**src/rtl/dram_seq_pkg.sv**
```systemverilog
package dram_seq_pkg;
  localparam int unsigned NUM_STATES = 8;
  localparam int unsigned PHASE_W    = $clog2(NUM_STATES);
  localparam int unsigned HALF       = NUM_STATES / 2;

  typedef logic [PHASE_W-1:0] phase_t;
  typedef logic [NUM_STATES-1:0] taps_t;

  typedef struct packed {
    logic ras_n;
    logic casu_n;
    logic casl_n;
    logic col_sel;
    logic vid_load;
    logic cpu_ack;
  } dram_ctl_t;
endpackage

```
**src/rtl/seq_reset_sync.sv**
```systemverilog
module seq_reset_sync #(
  parameter int unsigned STAGES = 2
) (
  input  logic clk,
  input  logic arst_n,
  output logic srst_n
);
  logic [STAGES-1:0] sync_q;

  always_ff @(posedge clk or negedge arst_n) begin
    if (!arst_n) sync_q <= '0;
    else         sync_q <= {sync_q[STAGES-2:0], 1'b1};
  end

  assign srst_n = sync_q[STAGES-1];
endmodule

```
**src/rtl/seq_phase_gen.sv**
```systemverilog
module seq_phase_gen
  import dram_seq_pkg::*;
#(
  parameter int unsigned STEP_DIV = 2
) (
  input  logic   clk,
  input  logic   rst_n,
  output logic   step,
  output phase_t phase,
  output taps_t  taps,
  output logic   clk_half
);
  localparam int unsigned PRE_W = (STEP_DIV > 1) ? $clog2(STEP_DIV) : 1;
  localparam logic [PRE_W-1:0] PRE_LAST = PRE_W'(STEP_DIV - 1);

  logic [PRE_W-1:0] pre_q, pre_d;
  phase_t           cnt_q, cnt_d;
  logic             half_q, half_d;

  // next-state logic
  always_comb begin
    step   = (pre_q == PRE_LAST);
    pre_d  = step ? '0 : pre_q + 1'b1;
    cnt_d  = step ? cnt_q + 1'b1 : cnt_q;
    half_d = ~half_q;
  end

  // state registers
  always_ff @(posedge clk or negedge rst_n) begin
    if (!rst_n) begin
      pre_q  <= '0;
      cnt_q  <= '0;
      half_q <= 1'b0;
    end else begin
      pre_q  <= pre_d;
      half_q <= half_d;
      if (step) cnt_q <= cnt_d;
    end
  end

  // tap k is the square wave (high in the video half) delayed by k states
  for (genvar k = 0; k < NUM_STATES; k++) begin : g_tap
    assign taps[k] = (phase_t'(cnt_q - phase_t'(k)) < phase_t'(HALF));
  end

  assign phase    = cnt_q;
  assign clk_half = half_q;

  AST_PHASE_STEP: assert property (@(posedge clk) disable iff (!rst_n)
    step |=> (cnt_q == phase_t'($past(cnt_q) + 1'b1)));
  AST_PHASE_HOLD: assert property (@(posedge clk) disable iff (!rst_n)
    !step |=> $stable(cnt_q));
endmodule

```
**src/rtl/seq_slot_arbiter.sv**
```systemverilog
module seq_slot_arbiter
  import dram_seq_pkg::*;
(
  input  logic   clk,
  input  logic   rst_n,
  input  logic   step,
  input  phase_t phase,
  input  logic   cpu_as,
  input  logic   disp_en,
  output logic   cpu_grant,
  output logic   vid_grant
);
  localparam phase_t LAST_VID = phase_t'(HALF - 1);
  localparam phase_t LAST_CPU = phase_t'(NUM_STATES - 1);

  logic cpu_q, cpu_d, vid_q, vid_d;
  logic enter_cpu, enter_vid;

  always_comb begin
    enter_cpu = step && (phase == LAST_VID);
    enter_vid = step && (phase == LAST_CPU);
    cpu_d = cpu_q;
    vid_d = vid_q;
    if (enter_cpu) cpu_d = cpu_as;
    if (enter_vid) begin
      cpu_d = 1'b0;
      vid_d = disp_en;
    end
  end

  always_ff @(posedge clk or negedge rst_n) begin
    if (!rst_n) begin
      cpu_q <= 1'b0;
      vid_q <= 1'b0;
    end else begin
      if (enter_cpu || enter_vid) cpu_q <= cpu_d;
      if (enter_vid)              vid_q <= vid_d;
    end
  end

  assign cpu_grant = cpu_q;
  assign vid_grant = vid_q;

  AST_GRANT_ONLY_AT_SLOT: assert property (@(posedge clk) disable iff (!rst_n)
    (phase != LAST_VID && phase != LAST_CPU) |=> $stable(cpu_q));
  AST_GRANT_VOID_IN_VIDEO: assert property (@(posedge clk) disable iff (!rst_n)
    (phase < phase_t'(HALF)) |-> !cpu_q);
endmodule

```
**src/rtl/seq_strobe_decode.sv**
```systemverilog
module seq_strobe_decode
  import dram_seq_pkg::*;
(
  input  logic      clk,
  input  logic      rst_n,
  input  taps_t     taps,
  input  logic      cpu_grant,
  input  logic      vid_grant,
  input  logic      cpu_uds,
  input  logic      cpu_lds,
  output dram_ctl_t ctl
);
  logic in_video, ras_win, col_win, cas_win, load_win, ack_win;
  logic ras_act, casu_act, casl_act;
  wire  unused_taps = &{1'b0, taps[1], taps[7]};

  always_comb begin
    in_video = taps[0];
    ras_win  = taps[0] ^ taps[5];   // states 1-3 and 5-7
    col_win  = taps[2] ^ taps[4];   // states 2,3 and 6,7
    cas_win  = taps[3] ^ taps[4];   // states 3 and 7
    load_win = taps[3] & ~taps[4];  // state 3
    ack_win  = taps[4] & taps[6];   // states 6,7

    ras_act  = ras_win & (in_video | cpu_grant);
    casu_act = cas_win & (in_video ? vid_grant : (cpu_grant & cpu_uds));
    casl_act = cas_win & (in_video ? vid_grant : (cpu_grant & cpu_lds));

    ctl.ras_n    = ~ras_act;
    ctl.casu_n   = ~casu_act;
    ctl.casl_n   = ~casl_act;
    ctl.col_sel  = col_win;
    ctl.vid_load = load_win & vid_grant;
    ctl.cpu_ack  = ack_win & cpu_grant;
  end

  AST_CAS_INSIDE_RAS: assert property (@(posedge clk) disable iff (!rst_n)
    (!ctl.casu_n || !ctl.casl_n) |-> !ctl.ras_n);
  AST_CAS_ON_COLUMN: assert property (@(posedge clk) disable iff (!rst_n)
    (!ctl.casu_n || !ctl.casl_n) |-> ctl.col_sel);
  AST_ACK_NEEDS_GRANT: assert property (@(posedge clk) disable iff (!rst_n)
    ctl.cpu_ack |-> (cpu_grant && !in_video));
  AST_LOAD_NEEDS_VIDEO: assert property (@(posedge clk) disable iff (!rst_n)
    ctl.vid_load |-> (vid_grant && in_video));
endmodule

```
**src/rtl/dram_slot_sequencer.sv**
```systemverilog
module dram_slot_sequencer
  import dram_seq_pkg::*;
#(
  parameter int unsigned STEP_DIV = 2
) (
  input  logic       clk,
  input  logic       arst_n,
  input  logic       cpu_as,
  input  logic       cpu_uds,
  input  logic       cpu_lds,
  input  logic       disp_en,
  output logic       ras_n,
  output logic       casu_n,
  output logic       casl_n,
  output logic       col_sel,
  output logic       vid_load,
  output logic       cpu_ack,
  output logic       clk_half,
  output logic       cpu_clk,
  output logic [2:0] phase
);
  logic      rst_n, step, cpu_grant, vid_grant;
  phase_t    phase_w;
  taps_t     taps;
  dram_ctl_t ctl;

  seq_reset_sync #(.STAGES(2)) u_rst (
    .clk(clk), .arst_n(arst_n), .srst_n(rst_n));

  seq_phase_gen #(.STEP_DIV(STEP_DIV)) u_phase (
    .clk(clk), .rst_n(rst_n), .step(step), .phase(phase_w),
    .taps(taps), .clk_half(clk_half));

  seq_slot_arbiter u_arb (
    .clk(clk), .rst_n(rst_n), .step(step), .phase(phase_w),
    .cpu_as(cpu_as), .disp_en(disp_en),
    .cpu_grant(cpu_grant), .vid_grant(vid_grant));

  seq_strobe_decode u_dec (
    .clk(clk), .rst_n(rst_n), .taps(taps), .cpu_grant(cpu_grant),
    .vid_grant(vid_grant), .cpu_uds(cpu_uds), .cpu_lds(cpu_lds), .ctl(ctl));

  assign ras_n    = ctl.ras_n;
  assign casu_n   = ctl.casu_n;
  assign casl_n   = ctl.casl_n;
  assign col_sel  = ctl.col_sel;
  assign vid_load = ctl.vid_load;
  assign cpu_ack  = ctl.cpu_ack;
  assign cpu_clk  = phase_w[0];
  assign phase    = phase_w;

  AST_RAS_GAP_AT_HALF: assert property (@(posedge clk) disable iff (!rst_n)
    (phase_w == 3'd0 || phase_w == 3'd4) |-> ras_n);
endmodule

```
**config.mk**
```make
export PLATFORM = sky130hd
export DESIGN_NAME = dram_slot_sequencer
export DESIGN_NICKNAME = d
export VERILOG_FILES = /design/src/rtl/dram_seq_pkg.sv /design/src/rtl/seq_reset_sync.sv /design/src/rtl/seq_phase_gen.sv /design/src/rtl/seq_slot_arbiter.sv /design/src/rtl/seq_strobe_decode.sv /design/src/rtl/dram_slot_sequencer.sv
export SDC_FILE = /design/constraint.sdc
export NUM_CORES = 1
export LEC_CHECK = 0
export BUFFER_PORTS_ARGS = -buffer_cell sky130_fd_sc_hd__buf_2
export CORE_AREA = 2 2 43 45
export CTS_CLUSTER_SIZE = 12
export DETAILED_ROUTE_END_ITERATION = 10
export DIE_AREA = 0 0 45 47
export GPL_ROUTABILITY_DRIVEN = 0
export SLEW_MARGIN = 5
export SYNTH_ARGS = -nofsm -noshare
export SYNTH_HDL_FRONTEND = slang
export SYNTH_SLANG_ARGS = --single-unit
```
**constraint.sdc**
```tcl
create_clock -name clk -period 1.4 [get_ports clk]
set_clock_uncertainty 0.2 [all_clocks]
set_input_delay 0.14 -clock clk [delete_from_list [all_inputs] [get_ports clk]]
set_output_delay 0.14 -clock clk [all_outputs]
set_load 0.03 [all_outputs]
```
After elaboration in Yosys (flattened, before gate mapping):

Index checks and enable logic that the tools add are counted.

* register bits: 9
* latch bits: 0
* bits in writable memories: 0
* memory bits (read-only): 0
* input bits: 6
* output and inout bits: 11
* word-level logic and storage cells: 49
* memories: 0

* add/subtract/negate cells: 7
* multipliers: 0
* divide/modulo/power cells: 0
* magnitude comparators: 6
* equality and inequality tests: 2
* shifts and indexed selects: 0
* mux-type cells: 5
* bitwise gates (word level): 18
* reduce and logical (&&, ||, !) cells: 5

Operator list (count)
* less-than comparator 3 bit (second input constant): 6
* AND 1 bit: 9
* subtractor 3 bit (second input constant): 3
* subtractor 3 x 2 -> 3 bit (second input constant): 2
* 2-to-1 mux 1 bit: 5
* inverter 1 bit: 5
* adder 3 x 1 -> 3 bit (second input constant): 1
* == test 3 x 2 -> 1 bit (second input constant): 1
* == test 3 bit (second input constant): 1
* XOR 1 bit: 3
* logical AND 1 bit: 2
* AND reduction 2 bit: 1
* nonzero test 2 bit: 1
* adder 1 bit (second input constant): 1
* logical OR 1 bit: 1
* OR 1 bit: 1

Logic depth before layout (Yosys ltp):

* depth after elaboration: 5
* mapped depth: 4
* mapped depth without buffers: 4

By module:

From an unflattened synthesis, not the netlist that was laid out.

* cells, all modules: 49
* area, all modules: 534.3 sq um

Modules (own cells, without submodules)
* seq_phase_gen: times used 1, cells an instance 26, area each 296.5 sq um, seq. area each 125.1 sq um
* seq_slot_arbiter: times used 1, cells an instance 7, area each 90.1 sq um, seq. area each 50.0 sq um
* seq_strobe_decode: times used 1, cells an instance 12, area each 86.3 sq um, seq. area each 0.0 sq um
* seq_reset_sync: times used 1, cells an instance 3, area each 53.8 sq um, seq. area each 50.0 sq um
* dram_slot_sequencer: times used 1, cells an instance 1, area each 7.5 sq um, seq. area each 0.0 sq um

Worst setup path before layout:

OpenSTA, ideal clock, no wires.

* path kind: reg2out
* start point: register u_phase.cnt_q[2], in the netlist u_phase.phase[2]
* end point: output casl_n
* arrival time: 1445 ps
* required time: 1060 ps
* slack: -385 ps
* cell stages (with the launch flop): 3
* path buffers: 0
* cells stage by stage: dfrtp_1 -> and3_1 -> o21ai_0

* word-level cells in the longest chain between the ends: 5
* elaborated cells between the ends (all ways): 9
* classes of those cells: add/sub: 2; order compare: 3; mux: 1; bitwise: 3

Ends and longest elaborated chain
* start: declaration: RTL line seq_phase_gen.sv:17 `phase_t cnt_q, cnt_d;`
* start signal: assignment: RTL line seq_phase_gen.sv:37 `if (step) cnt_q <= cnt_d;`
* subtractor 3 x 2 -> 3 bit or subtractor 3 bit (tied branches): RTL line seq_phase_gen.sv:43 `assign taps[k] = (phase_t'(cnt_q - phase_t'(k)) < phase_t'(HALF));`
* less-than comparator 3 bit: RTL line seq_phase_gen.sv:43
* XOR 1 bit: RTL line seq_strobe_decode.sv:21 `cas_win = taps[3] ^ taps[4];`
* AND 1 bit (*): RTL line seq_strobe_decode.sv:27 `casl_act = cas_win & (in_video ? vid_grant : (cpu_grant & cpu_lds));`
* inverter 1 bit (*): RTL line seq_strobe_decode.sv:31 `ctl.casl_n = ~casl_act;`
* end: declaration: RTL line dram_slot_sequencer.sv:14 `output logic casl_n,`

Mark *: on every way between the ends. The rest lies on a longest branch, timed or not.

Worst setup path in the final report:

* start point: register u_phase.cnt_q[1], in the netlist u_phase.phase[1]
* end point: output vid_load

* word-level cells in the longest chain between the ends: 5
* elaborated cells between the ends (all ways): 7
* classes of those cells: add/sub: 2; order compare: 2; bitwise: 3

Ends and longest elaborated chain
* subtractor 3 bit: RTL line seq_phase_gen.sv:43
* less-than comparator 3 bit: RTL line seq_phase_gen.sv:43
* inverter 1 bit: RTL line seq_strobe_decode.sv:22 `load_win = taps[3] & ~taps[4];`
* AND 1 bit (*): RTL line seq_strobe_decode.sv:22
* AND 1 bit (*): RTL line seq_strobe_decode.sv:33 `ctl.vid_load = load_win & vid_grant;`
* end: declaration: RTL line dram_slot_sequencer.sv:16 `output logic vid_load,`

Marks and branches as above.

==> run_summary.xml <==
<?xml version="1.0" encoding="UTF-8"?>
<metrics>
  <group name="outcome">
    <metric name="outcome" unit="">complete, but fails checks</metric>
    <metric name="violated_checks" unit="">setup timing</metric>
  </group>
  <group name="global_routing">
    <metric name="grt_start_max_net_pins" unit="">8</metric>
    <metric name="grt_antenna_before_repair" unit="">0</metric>
    <metric name="grt_pass1_vias" unit="">426</metric>
    <metric name="global_router_s_overall_resource_usage" unit="%">12.66</metric>
    <metric name="grt_remaining_overflow" unit="">0</metric>
    <metric name="global_route_wire_length_before_repair" unit="mm">1.738</metric>
  </group>
  <group name="routing">
    <metric name="routed_wirelength" unit="mm">1.032</metric>
    <metric name="drt-vias-per-instance" unit="">4.366</metric>
    <metric name="ant_nets" unit="">0</metric>
    <metric name="drc_errors" unit="">0</metric>
    <metric name="initialDrtViolationCount" unit="">4</metric>
    <metric name="vias" unit="">406</metric>
    <metric name="dr.pass1.iters" unit="">4</metric>
    <metric name="wire_per_inst" unit="um">11.10</metric>
  </group>
  <group name="sta">
    <metric name="final.period_utilization" unit="%">118.9</metric>
    <metric name="setup_repair_after_global_routing_missed_its_margin" unit="">true</metric>
    <metric name="hold_violations" unit="">0</metric>
    <metric name="final-max-slew-violation-count" unit="">0</metric>
    <metric name="final_critical_path_setup_slack" unit="ns">-0.2646</metric>
    <metric name="finalWorstPathRequiredPeriod" unit="ns">1.665</metric>
    <metric name="max_clock_freq" unit="MHz">600.8</metric>
    <metric name="setup_viol" unit="">11</metric>
  </group>
  <group name="yosys">
    <metric name="postSynthNetCount" unit="">53</metric>
    <metric name="ys_ff_latch" unit="">9</metric>
    <metric name="post_synthesis_cell_area" unit="sq um">464.2</metric>
    <metric name="yosys_warnings" unit="">0</metric>
    <metric name="yosysTopAreaCellShare" unit="%">48.52</metric>
    <metric name="synth_top_cells_by_area" unit="">sky130_fd_sc_hd__dfrtp_1 49%, sky130_fd_sc_hd__ha_1 13%, sky130_fd_sc_hd__inv_1 4.9%, sky130_fd_sc_hd__o21ai_0 4.3%, sky130_fd_sc_hd__xor2_1 3.8%</metric>
    <metric name="syn_area_per_cell" unit="sq um">11.05</metric>
    <metric name="synth_cells" unit="">42</metric>
    <metric name="synth_ff_type" unit="">sky130_fd_sc_hd__dfrtp_1</metric>
    <metric name="yosys.cell_count.top_type" unit="">sky130_fd_sc_hd__dfrtp_1</metric>
    <metric name="post_synth_num_cell_types" unit="">19</metric>
    <metric name="synth.top_cells.by_count" unit="">9 x sky130_fd_sc_hd__dfrtp_1, 6 x sky130_fd_sc_hd__inv_1, 5 x sky130_fd_sc_hd__ha_1, 4 x sky130_fd_sc_hd__o21ai_0</metric>
    <metric name="netlist.top_cell.by_area" unit="">sky130_fd_sc_hd__dfrtp_1</metric>
    <metric name="yosysSeqAreaShare" unit="%">48.52</metric>
    <metric name="synth-edff-count" unit="">0</metric>
    <metric name="ys_async_sr_fraction" unit="%">100.0</metric>
  </group>
  <group name="setup_path">
    <metric name="critical_path.startpoint_type" unit="">flip-flop</metric>
    <metric name="capturing_element_type_of_the_critical_path" unit="">output pin</metric>
    <metric name="category_of_the_most_critical_setup_path" unit="">reg2out</metric>
    <metric name="critPathSlowestCell" unit="">sky130_fd_sc_hd__dfrtp_2</metric>
    <metric name="worst_path_largest_cell_delay" unit="ns">0.45</metric>
    <metric name="r2r_cells" unit="">5</metric>
    <metric name="critPathRequiredTime" unit="ns">1.06</metric>
    <metric name="r2r_slack" unit="ns">-0.07</metric>
    <metric name="cpMostUsedCell" unit="">sky130_fd_sc_hd__ha_4</metric>
    <metric name="cp_cell_sequence" unit="">ha_4 -&gt; ha_4 -&gt; and2_4 -&gt; buf_6</metric>
    <metric name="critical_path_peak_fanout" unit="">3</metric>
    <metric name="cp_data_arrival_time" unit="ns">1.32</metric>
  </group>
  <group name="final_layout">
    <metric name="layout_stage_area_growth_over_the_synthesis_result" unit="%">87.33</metric>
    <metric name="fillers" unit="">148</metric>
    <metric name="fraction_of_final_layout_cells_with_drive_strength_greater_than_1" unit="%">61.84</metric>
    <metric name="finalNonFillerCells" unit="">93</metric>
    <metric name="register_area" unit="sq um">229.0</metric>
    <metric name="cell_area_after_layout" unit="sq um">869.6</metric>
    <metric name="num_antenna_cells" unit="">0</metric>
    <metric name="layout.nets" unit="">88</metric>
    <metric name="area_of_the_multi_input_gates" unit="sq um">287.8</metric>
  </group>
  <group name="worst_hold_path">
    <metric name="worst_hold_path_type" unit="">reg2reg</metric>
    <metric name="whs_path_depth" unit="">0</metric>
  </group>
  <group name="clock_tree">
    <metric name="worst_path_clk_slew" unit="ns">0.06</metric>
    <metric name="cts_buffers" unit="">3</metric>
    <metric name="tritoncts_clock_tree" unit="">done</metric>
    <metric name="clock_latency" unit="ns">0.27</metric>
    <metric name="htree_levels" unit="">1</metric>
    <metric name="clock_sink_count" unit="">9</metric>
    <metric name="clock_tree.buffer_depth" unit="">2</metric>
    <metric name="clock-root-buffer" unit="">sky130_fd_sc_hd__clkbuf_4</metric>
  </group>
  <group name="power">
    <metric name="fin_total_pwr" unit="W">0.0005001</metric>
    <metric name="power_per_cell_area" unit="nW/um^2">575.1</metric>
    <metric name="worst_ir_drop_vdd" unit="mV">0.5884</metric>
    <metric name="power.leakage" unit="nW">0.4313</metric>
  </group>
  <group name="floorplanning">
    <metric name="core_area" unit="sq um">1652</metric>
    <metric name="initial_core_util" unit="%">28.11</metric>
    <metric name="die_h" unit="um">47</metric>
    <metric name="die_area" unit="sq um">2115</metric>
    <metric name="fp-row-count" unit="">15</metric>
    <metric name="die_width" unit="um">45</metric>
    <metric name="top_level_pins" unit="">17</metric>
  </group>
  <group name="job">
    <metric name="max_cap_viol_count" unit="">0</metric>
  </group>
  <group name="placed_design">
    <metric name="dpl.hpwl" unit="um">705.6</metric>
    <metric name="postPlaceCellArea" unit="sq um">656.9</metric>
    <metric name="place.port_buffers" unit="">16</metric>
    <metric name="place_inst" unit="">79</metric>
  </group>
</metrics>
## cell type report
| class | instances | share of cell area [%] |
|---|---|---|
| clock buffer | 3 | 2.590 |
| clock inverter | 1 | 0.5755 |
| inverter | 6 | 2.878 |
| multi-input combinational | 25 | 33.09 |
| sequential | 9 | 26.33 |
| tap | 17 | 2.446 |
| timing repair buffer | 32 | 32.09 |
## power breakdown
| part | leakage, nW | switching (W) | internal [W] |
|---|---|---|---|
| sequential | 0.115 | 0.00000213 | 0.000264 |
| combinational | 0.299 | 0.00000914 | 0.0000166 |
| clock | 0.0177 | 0.000102 | 0.000106 |
| total | 0.431 | 0.000113 | 0.000387 |
## cell usage in the layout (no fill, tap or decap)
master and instances:
sky130_fd_sc_hd__nor2b_1 1, sky130_fd_sc_hd__dfrtp_2 3, sky130_fd_sc_hd__buf_2 6, sky130_fd_sc_hd__buf_4 10, sky130_fd_sc_hd__inv_2 1, sky130_fd_sc_hd__clkbuf_4 3
sky130_fd_sc_hd__o21ai_0 1, sky130_fd_sc_hd__conb_1 1, sky130_fd_sc_hd__o21ai_2 1, sky130_fd_sc_hd__clkinv_2 1, sky130_fd_sc_hd__xor2_4 1, sky130_fd_sc_hd__xor2_1 1
sky130_fd_sc_hd__o21a_1 1, sky130_fd_sc_hd__nand2_1 1, sky130_fd_sc_hd__o21ai_1 2, sky130_fd_sc_hd__inv_1 4, sky130_fd_sc_hd__dfrtp_1 6, sky130_fd_sc_hd__a21oi_1 1
sky130_fd_sc_hd__nand2_4 1, sky130_fd_sc_hd__and2_4 2, sky130_fd_sc_hd__inv_4 1, sky130_fd_sc_hd__ha_4 5, sky130_fd_sc_hd__a21o_1 1, sky130_fd_sc_hd__dlygate4sd3_1 5
sky130_fd_sc_hd__buf_6 11, sky130_fd_sc_hd__nand4b_1 1, sky130_fd_sc_hd__nor2_1 1, sky130_fd_sc_hd__and3_1 2, sky130_fd_sc_hd__mux2_4 1
## worst max-delay path, delay by kind of cell, from the launching register on
family        cells  cell delay, ns
fa+ha+maj         2            0.35
buf+inv           1            0.13
flops             1            0.45
simple gates      1            0.13
## final timing paths
check | to | from
min in group asynchronous | u_arb.cpu_grant | u_rst.sync_q[1]
min reg2reg | u_rst.sync_q[1] | u_rst.sync_q[0]
min | u_rst.sync_q[1] | u_rst.sync_q[0]
max | vid_load | u_phase.phase[1]
max in group asynchronous | u_phase.phase[0] | u_rst.sync_q[1]
max reg2reg | u_arb.cpu_grant | u_phase.phase[1]
## cell families (layout without fill, tap and decap cells)
family	count (synthesis)	in the layout	share of synthesized area (%)
flip-flops	9	9	48.52
AND/OR/NAND/NOR	9	9	12.67
buffers and inverters	8	42	8.895
AO/OA/AOI/OAI	7	7	8.626
adder cells (fa/ha/maj)	5	5	13.48
XOR/XNOR	2	2	3.774
other	1	1	0.8078
multiplexers	1	1	3.234
## registers in the layout (all words and copies together) (netlist names)
register	count
u_arb.cpu_grant	1
u_arb.vid_grant	1
u_phase.clk_half	1
u_phase.phase	3
u_phase.step	1
u_rst.sync_q	2
## through the flow
| step | TNS (ns) | util, % | hold slack [ns] | worst slack [ns] |
|---|---|---|---|---|
| 3_3_place_gp | -0.07278 | 39.77 | -0.2749 | -0.02929 |
| 2_1_floorplan | -0.4612 | - | -0.3556 | -0.1325 |
| 4_1_cts | -1.724 | 51.82 | 0.1499 | -0.2816 |
| 6_report | -1.499 | 52.65 | 0.1564 | -0.2646 |
| 3_5_place_dp | -0.1188 | 39.77 | -0.2712 | -0.04522 |
| 5_1_grt | -1.991 | 52.65 | 0.1718 | -0.3091 |
## layer usage
layer | wire, um | track usage (%) | share of wire (%) | up-vias
li1 | - | - | - | 201
met4 | 17 | 5.294 | 1.6 | 0
met5 | 0 | 0 | 0 | -
met3 | 40 | 6.923 | 3.9 | 4
met1 | 395 | 11.90 | 38 | 191
met2 | 579 | 22.86 | 56 | 10
## repair_timing
| action | CTS | global route |
|---|---|---|
| buffers inserted | 4 | 2 |
| pin swaps | 4 | 0 |
| setup endpoints to repair | 8 | 12 |
| hold buffers | 5 | 0 |
| endpoints found under the hold margin | 11 | 0 |
| gates resized for setup | 26 | 5 |
(Power assumes the default switching activity.)
